**src/rtl/zpw_pkg.sv**
```systemverilog
package zpw_pkg;

  localparam int PAIR_LEN = 2;
  localparam int WIN_LEN  = 3;

  typedef enum logic [0:0] {
    HUNT_NONE = 1'b0,
    HUNT_ONE  = 1'b1
  } hunt_t;

  // next hunting state for one input bit while no window is open
  function automatic hunt_t hunt_next(input hunt_t cur, input logic bit_in);
    if (bit_in)            return HUNT_NONE;
    else if (cur == HUNT_ONE) return HUNT_NONE;
    else                   return HUNT_ONE;
  endfunction

  // trigger condition: pending zero followed by another zero
  function automatic logic pair_complete(input hunt_t cur, input logic bit_in);
    return (cur == HUNT_ONE) && !bit_in;
  endfunction

  // verdict for the final slot: any 1 seen earlier or the live bit
  function automatic logic window_verdict(input logic seen, input logic bit_in);
    return seen | bit_in;
  endfunction

endpackage

```
**src/rtl/zpw_hunt.sv**
```systemverilog
module zpw_hunt
  import zpw_pkg::*;
(
  input  logic  clk,
  input  logic  rst,
  input  logic  x,
  input  logic  busy,
  output logic  fire,
  output hunt_t hunt_state
);

  hunt_t state_q;

  always_ff @(posedge clk) begin
    if (rst || busy) state_q <= HUNT_NONE;
    else             state_q <= hunt_next(state_q, x);
  end

  assign fire       = !busy && pair_complete(state_q, x);
  assign hunt_state = state_q;


  one_clears_pending_chk: assert property (@(posedge clk) disable iff (rst)
    (!busy && x) |=> (hunt_state == HUNT_NONE));


  window_holds_idle_chk: assert property (@(posedge clk) disable iff (rst)
    busy |=> (hunt_state == HUNT_NONE));


  fire_needs_pending_chk: assert property (@(posedge clk) disable iff (rst)
    fire |-> ($past(!x) && !x));

endmodule

```
**src/rtl/zpw_window.sv**
```systemverilog
module zpw_window
  import zpw_pkg::*;
#(
  parameter bit POS_ONEHOT = 1'b0
) (
  input  logic clk,
  input  logic rst,
  input  logic x,
  input  logic start,
  output logic busy,
  output logic last_slot,
  output logic seen,
  output logic verdict
);

  localparam int CW = (WIN_LEN > 1) ? $clog2(WIN_LEN) : 1;
  localparam logic [CW-1:0] LAST_POS = CW'(WIN_LEN - 1);

  logic seen_q;

  generate
    if (POS_ONEHOT) begin : g_onehot
      logic [WIN_LEN-1:0] slot_q;
      always_ff @(posedge clk) begin
        if (rst)        slot_q <= '0;
        else if (start) slot_q <= WIN_LEN'(1);
        else            slot_q <= slot_q << 1;
      end
      assign busy      = |slot_q;
      assign last_slot = slot_q[WIN_LEN-1];


      slot_onehot_chk: assert property (@(posedge clk) disable iff (rst)
        $onehot0(slot_q));
    end else begin : g_binary
      logic          act_q;
      logic [CW-1:0] pos_q;
      always_ff @(posedge clk) begin
        if (rst) begin
          act_q <= 1'b0;
          pos_q <= '0;
        end else if (start) begin
          act_q <= 1'b1;
          pos_q <= '0;
        end else if (act_q) begin
          if (pos_q == LAST_POS) begin
            act_q <= 1'b0;
            pos_q <= '0;
          end else begin
            pos_q <= pos_q + 1'b1;
          end
        end
      end
      assign busy      = act_q;
      assign last_slot = act_q && (pos_q == LAST_POS);


      pos_in_range_chk: assert property (@(posedge clk) disable iff (rst)
        act_q |-> (pos_q <= LAST_POS));
    end
  endgenerate

  always_ff @(posedge clk) begin
    if (rst || start) seen_q <= 1'b0;
    else if (busy)    seen_q <= seen_q | x;
  end

  assign seen    = seen_q;
  assign verdict = last_slot && window_verdict(seen_q, x);


  start_opens_chk: assert property (@(posedge clk) disable iff (rst)
    start |=> (busy && !last_slot && !seen));


  last_closes_chk: assert property (@(posedge clk) disable iff (rst)
    last_slot |=> !busy);


  no_restart_chk: assert property (@(posedge clk) disable iff (rst)
    start |-> !busy);

endmodule

```
**src/rtl/zero_pair_window.sv**
```systemverilog
module zero_pair_window
  import zpw_pkg::*;
#(
  parameter bit POS_ONEHOT = 1'b0
) (
  input  logic clk,
  input  logic rst,
  input  logic x,
  output logic z
);

  logic  fire;
  logic  busy;
  logic  last_slot;
  logic  seen;
  logic  verdict;
  hunt_t hunt_state;

  zpw_hunt u_hunt (
    .clk        (clk),
    .rst        (rst),
    .x          (x),
    .busy       (busy),
    .fire       (fire),
    .hunt_state (hunt_state)
  );

  zpw_window #(.POS_ONEHOT(POS_ONEHOT)) u_window (
    .clk       (clk),
    .rst       (rst),
    .x         (x),
    .start     (fire),
    .busy      (busy),
    .last_slot (last_slot),
    .seen      (seen),
    .verdict   (verdict)
  );

  assign z = verdict;


  reset_quiet_chk: assert property (@(posedge clk)
    $past(rst) |-> (!z && hunt_state == HUNT_NONE));


  z_only_last_chk: assert property (@(posedge clk) disable iff (rst)
    z |-> last_slot);


  live_one_hits_chk: assert property (@(posedge clk) disable iff (rst)
    (last_slot && x) |-> z);


  empty_window_chk: assert property (@(posedge clk) disable iff (rst)
    (last_slot && !seen && !x) |-> !z);


  fire_then_window_chk: assert property (@(posedge clk) disable iff (rst)
    fire |=> busy);

endmodule

```
**config.mk**
```make
export PLATFORM = sky130hd
export DESIGN_NAME = zero_pair_window
export DESIGN_NICKNAME = d
export VERILOG_FILES = /design/src/rtl/zpw_pkg.sv /design/src/rtl/zpw_hunt.sv /design/src/rtl/zpw_window.sv /design/src/rtl/zero_pair_window.sv
export SDC_FILE = /design/constraint.sdc
export NUM_CORES = 1
export LEC_CHECK = 0
export BUFFER_PORTS_ARGS = -buffer_cell sky130_fd_sc_hd__buf_2
export CAP_MARGIN = 20
export CORE_AREA = 2 2 39 41
export CTS_BUF_LIST = sky130_fd_sc_hd__clkbuf_4 sky130_fd_sc_hd__clkbuf_8
export DETAILED_ROUTE_END_ITERATION = 12
export DIE_AREA = 0 0 41 43
export PLACE_DENSITY = 0.36
export RECOVER_POWER = 50
export SKIP_LAST_GASP = 1
export SLEW_MARGIN = 20
export SYNTH_ARGS = -nofsm -noshare
export SYNTH_HDL_FRONTEND = slang
export SYNTH_SLANG_ARGS = --single-unit
```
**constraint.sdc**
```tcl
create_clock -name clk -period 0.9 [get_ports clk]
set_input_delay 0.135 -clock clk [delete_from_list [all_inputs] [get_ports clk]]
set_output_delay 0.135 -clock clk [all_outputs]
set_load 0.02 [all_outputs]
```
==> flow_summary.ini, run 1 <==
[outcome]
status = complete, but fails checks
failed_checks = setup timing

[worst_setup_path]
cp-start-kind = flip-flop
critPathMaxFanout = 2
required_ns = 0.76
path_cells = nand2_2 -> nor3_2 -> buf_4
worst-endpoint-arrival_ns = 0.93
path_buf_inv = 1
cp_top_family = flip-flops
cpMaxStageDelayCell = dfxtp_2
crit_path_end_kind = primary output
path_class = flip-flop to primary output
crit_path_max_incr_delay_ns = 0.33

[timing]
slew_headroom = 0.881
rsz0062_at_grt = true
min_period_ns = 1.06
fin_ws_ns = -0.163
hold_viol = 0
max_freq_mhz = 941
fin_skew_ns = 0.000532
worst_pin_slew_ns = 0.177
slew_violations = 0
setup_viol = 5
fin_crit_sh = 1.18

[power_and_ir_drop]
peakVddDrop_uv = 660
p_per_area_nw_per_um2 = 1780
p_leak_nw = 0.125

[die]
start_util = 0.146
dieArea_sq_um = 1760
die_w_um = 41
pin_count = 4
rows = 14
die_y_um = 43
core-area_sq_um = 1380

[clock_network]
cts_buffer_depth = 2
numCtsBuffers = 3
cts-root-buf = clkbuf_4
cts.sinks = 5
htree_levels = 1
clk_latency_ns = 0.24
ctsHoldBuffers = 0
cts_tree = built
clk_pin_slew_ns = 0.04

[worst_hold_path]
min_path_type = input pin to flip-flop

[place]
port-buffer-count = 3
place.gp.congestion = 0.595
dp.cells = 41
dpl_worst_slack_ns = 0.0149
dpl-instance-area_sq_um = 250

[cells_and_area]
syn_to_final_growth_pct = 61.7
diodes = 0
fillers = 153
layout.nets = 36
instances_no_fill = 48
stdcell_area_sq_um = 328
drive_above_1_share = 0.750

[global_routing]
grt_max_degree = 6
antenna_found_initial = 0
grt_pass1_wl_um = 703
groute.usage.overall = 0.0703
grt_pass1_vias = 196
grt-ovfl-total = 0

[route]
vias = 200
first_pass_iters = 2
drt-total-wl_um = 428
drc = 0
drtIter0Drc = 3
detail-route-antenna-nets = 0
wire_per_inst_um = 8.92
viasPerCell = 4.17

[yosys]
mappedNetlistNets = 24
syn_inst = 21
ys.warnings.count = 0
synth-simple-area-share = 0.333
muxShareOfSynthArea = 0
ys_types = 14
avgSynthCellArea_sq_um = 9.65
syn-cell-area_sq_um = 203
ys_seq_elements = 5
yosysSeqAreaShare = 0.494
synthXorXnorAreaFrac = 0
synth_top_family_by_area = simple AND/OR/NAND/NOR gates
synthAdderAreaFrac = 0
synth_compound_gate_area_share = 0.154

[job]
maxCapViolCount = 0
-- cell usage in the layout, fill, tap and decap left out, types with 2 or more instances in the layout --
master	count
buf_2	2
clkbuf_4	4
nor2_2	2
buf_4	4
a21oi_1	2
dfxtp_2	4
-- sequential cells by signal (all words and copies together), names as in the netlist --
name	flops
u_window.g_binary.pos_q	2
u_hunt.hunt_state	1
u_window.busy	1
u_window.seen	1
-- cell type report --
type	instances	area [sq um]	share of cell area
Multi-Input combinational cell	15	115	0.351
Tap cell	16	20.0	0.0611
Clock buffer	4	30.0	0.0916
Inverter	1	6.26	0.0191
Sequential cell	5	105	0.321
Timing Repair Buffer	7	51.3	0.156
-- cells in the mapped netlist, drive strengths merged --
cell type  n  share of area
dfxtp      5           0.49
nor2       3          0.068
a21oi      2          0.049
nor3       2          0.049
a221oi     1          0.074
a31oi      1          0.031
inv        1          0.019
nand2      1          0.019
nand2b     1          0.043
nand3      1          0.025
nand3b     1          0.037
nor3b      1          0.062
nor4       1          0.031
-- path summary, 6_finish.rpt --
check	from	end	slack, ns	cells after the start
max	u_window.g_binary.pos_q[1]$_SDFFE_PP0P_	z	-0.16	3
min	x	u_hunt.hunt_state$_SDFF_PP0_	0.10	2
max reg2reg	u_window.busy$_SDFF_PP0_	u_window.g_binary.pos_q[0]$_SDFFE_PP0P_	-0.12	5
min reg2reg	u_hunt.hunt_state$_SDFF_PP0_	u_hunt.hunt_state$_SDFF_PP0_	0.44	1
-- through the flow --
step | setup TNS [ns] | hold slack [ns] | utilization | power, mW
after global placement | 0 | 0.323 | 0.181 | 0.282
after floorplan | 0 | 0.201 | - | 0.268
after detailed placement | 0 | 0.337 | 0.181 | 0.284
after CTS | -0.236 | 0.0980 | 0.221 | 0.582
final | -0.471 | 0.102 | 0.237 | 0.582
after global routing | -0.785 | 0.0876 | 0.237 | 0.632
-- worst register-to-register path: stages, from the launching register on --
cell     delay (ns)
dfxtp_2        0.32
buf_4          0.13
buf_6          0.12
nor3b_2        0.14
a31oi_1        0.14
nor2_1         0.06
-- layer usage --
metal	wire length, um	vias to the layer above	track usage
li1	-	97	-
met1	127	93	0.0386
met5	0	-	0
met2	259	6	0.106
met3	17	4	0.0314
met4	23	0	0.120
-- power breakdown --
part | switching [mW] | internal, mW | leakage, nW
Combinational | 0.0251 | 0.0284 | 0.0635
Clock | 0.0875 | 0.197 | 0.0184
Sequential | 0.0103 | 0.234 | 0.0426
-- kinds of logic after synthesis --
group	Yosys count
and+or+nand+nor	11
buffers and inverters	1
DFF	5
AOI/OAI and AO/OA	4
-- what timing repair did --
| item | in CTS | in global routing |
|---|---|---|
| gates resized for setup | 6 | 4 |
| endpoints found under the hold margin | 0 | 0 |
| endpoints found under the setup margin | 1 | 4 |
| buffers inserted | 2 | 1 |
| pin swaps | 0 | 5 |
Power figures use the tool's default switching activity.
==> run 2, diff against run 1 <==
CTS_BUF_LIST = unset   (was sky130_fd_sc_hd__clkbuf_4 sky130_fd_sc_hd__clkbuf_8)
==> flow_summary.ini, run 2 (synthesis results as in run 1) <==
[global_routing]
grt-ovfl-total = 0
groute.usage.overall = 0.0703
grt_max_degree = 6
grt_pass1_vias = 196
antenna_found_initial = 0
grt_pass1_wl_um = 703

[worst_setup_path]
crit_end = z
worst-endpoint-arrival_ns = 0.92
r2r_end = u_window.g_binary.pos_q[0]$_SDFFE_PP0P_
cp-start-kind = flip-flop
rrSetupSlack_ns = 0.01
reg2reg_depth = 4
reg2reg_from = u_window.busy$_SDFF_PP0_
required_ns = 0.76
critPathMaxFanout = 5
crit_path_end_kind = primary output
path_class = flip-flop to primary output
crit_start = u_window.g_binary.pos_q[0]$_SDFFE_PP0P_

[cells_and_area]
fillers = 157
fin_util = 0.225
drive_above_1_share = 0.677
regMostFlops = u_window.g_binary.pos_q
final_common_cell = dfxtp_2
syn_to_final_growth_pct = 53.7
diodes = 0
layout.nets = 35
mostFrequentLayoutCells = dfxtp_2, clkbuf_4
largest_reg_flops = 2

[route]
drtIter0Drc = 0
first_pass_iters = 1
drc = 0
viasPerCell = 4.06
wire_per_inst_um = 8.40
drt-total-wl_um = 395
vias = 191
detail-route-antenna-nets = 0

[worst_hold_path]
min_from = x
min_path_cells = 2
min_path_type = input pin to flip-flop

[power_and_ir_drop]
peakVddDrop_uv = 566
p_per_area_nw_per_um2 = 1730
p_leak_nw = 0.117

[clock_network]
htree_levels = 1
clk_pin_slew_ns = 0.04
cts_tree = built
numCtsBuffers = 3
clk_latency_ns = 0.23
cts.sinks = 5
cts_buffer_depth = 2
cts-root-buf = clkbuf_4

[timing]
worst_pin_slew_ns = 0.177
min_period_ns = 1.05
fin_skew_ns = 0.000239
fin_ws_ns = -0.152
slew_headroom = 0.881
rsz0062_at_grt = true
slew_violations = 0
max_freq_mhz = 951
setup_viol = 1
hold_viol = 0
fin_crit_sh = 1.17

[outcome]
failed_checks = setup timing
status = complete, but fails checks

[die]
pin_count = 4
dieArea_sq_um = 1760
core-area_sq_um = 1380
die_y_um = 43
rows = 14
start_util = 0.146
die_w_um = 41

[place]
place.gp.congestion = 0.595
dpl_worst_slack_ns = 0.0149
port-buffer-count = 3

[job]
maxCapViolCount = 0
run 2: changes by cell type in the layout (fill, tap and decap cells not counted):
cell,change
clkbuf_4,-1
nand2_1,+1
clkbuf_2,+1
clkbuf_1,+1
buf_4,-2
nand2_2,-1
run 2: worst max-delay path, stage by stage, from the launching register on:
cell	delay, ns
dfxtp_2	0.34
nor3_2	0.18
buf_4	0.16
run 2: how the worst min path moves through the flow:
stage	endpoint	slack, ns
after floorplan	u_window.busy$_SDFF_PP0_	0.20
after global placement	u_hunt.hunt_state$_SDFF_PP0_	0.32
after detailed placement	u_hunt.hunt_state$_SDFF_PP0_	0.34
after CTS	u_hunt.hunt_state$_SDFF_PP0_	0.1
after global routing	u_hunt.hunt_state$_SDFF_PP0_	0.09
final	u_hunt.hunt_state$_SDFF_PP0_	0.11
run 2: routing by layer:
metal  track usage  part of all wire  vias to the layer above  routed length [um]
li1              -                 -                       95                   -
met1        0.0386              0.28                       90                 110
met2         0.106              0.67                        4                 264
met3        0.0314             0.028                        2                  11
met4         0.120             0.020                        0                   8
met5             0                 0                        -                   0
run 2: metrics by stage:
stage / area, sq um / TNS [ns] / std cells / power (mW) / hold WS, ns
global placement: 250 / 0 / 41 / 0.282 / 0.323
floorplan: 208 / 0 / 21 / 0.268 / 0.201
global route: 312 / -0.263 / 47 / 0.597 / 0.0884
finish: 312 / -0.152 / 47 / 0.540 / 0.105
CTS: 302 / -0.230 / 47 / 0.552 / 0.0962
detailed placement: 250 / 0 / 41 / 0.284 / 0.337
run 2: layout make-up:
class	instances	area, sq um	area share
well taps	16	20.0	0.0643
clock buffers	4	26.3	0.0843
repair buffers	6	41.3	0.133
flip-flops and latches	5	105	0.337
multi-input cells	15	113	0.361
inverters	1	6.26	0.0201
run 2: report_power, final:
| part | leakage, nW | internal (mW) | switching, mW |
|---|---|---|---|
| Combinational | 0.0591 | 0.0253 | 0.0239 |
| Sequential | 0.0426 | 0.234 | 0.00998 |
| Clock | 0.0150 | 0.167 | 0.0809 |
run 2: timing repair:
action,in CTS,in global routing
resized for setup,6,3
hold buffers,0,0
setup endpoints to repair,1,4
buffers inserted,2,0
pin swaps,0,2
hold endpoints to repair,0,0
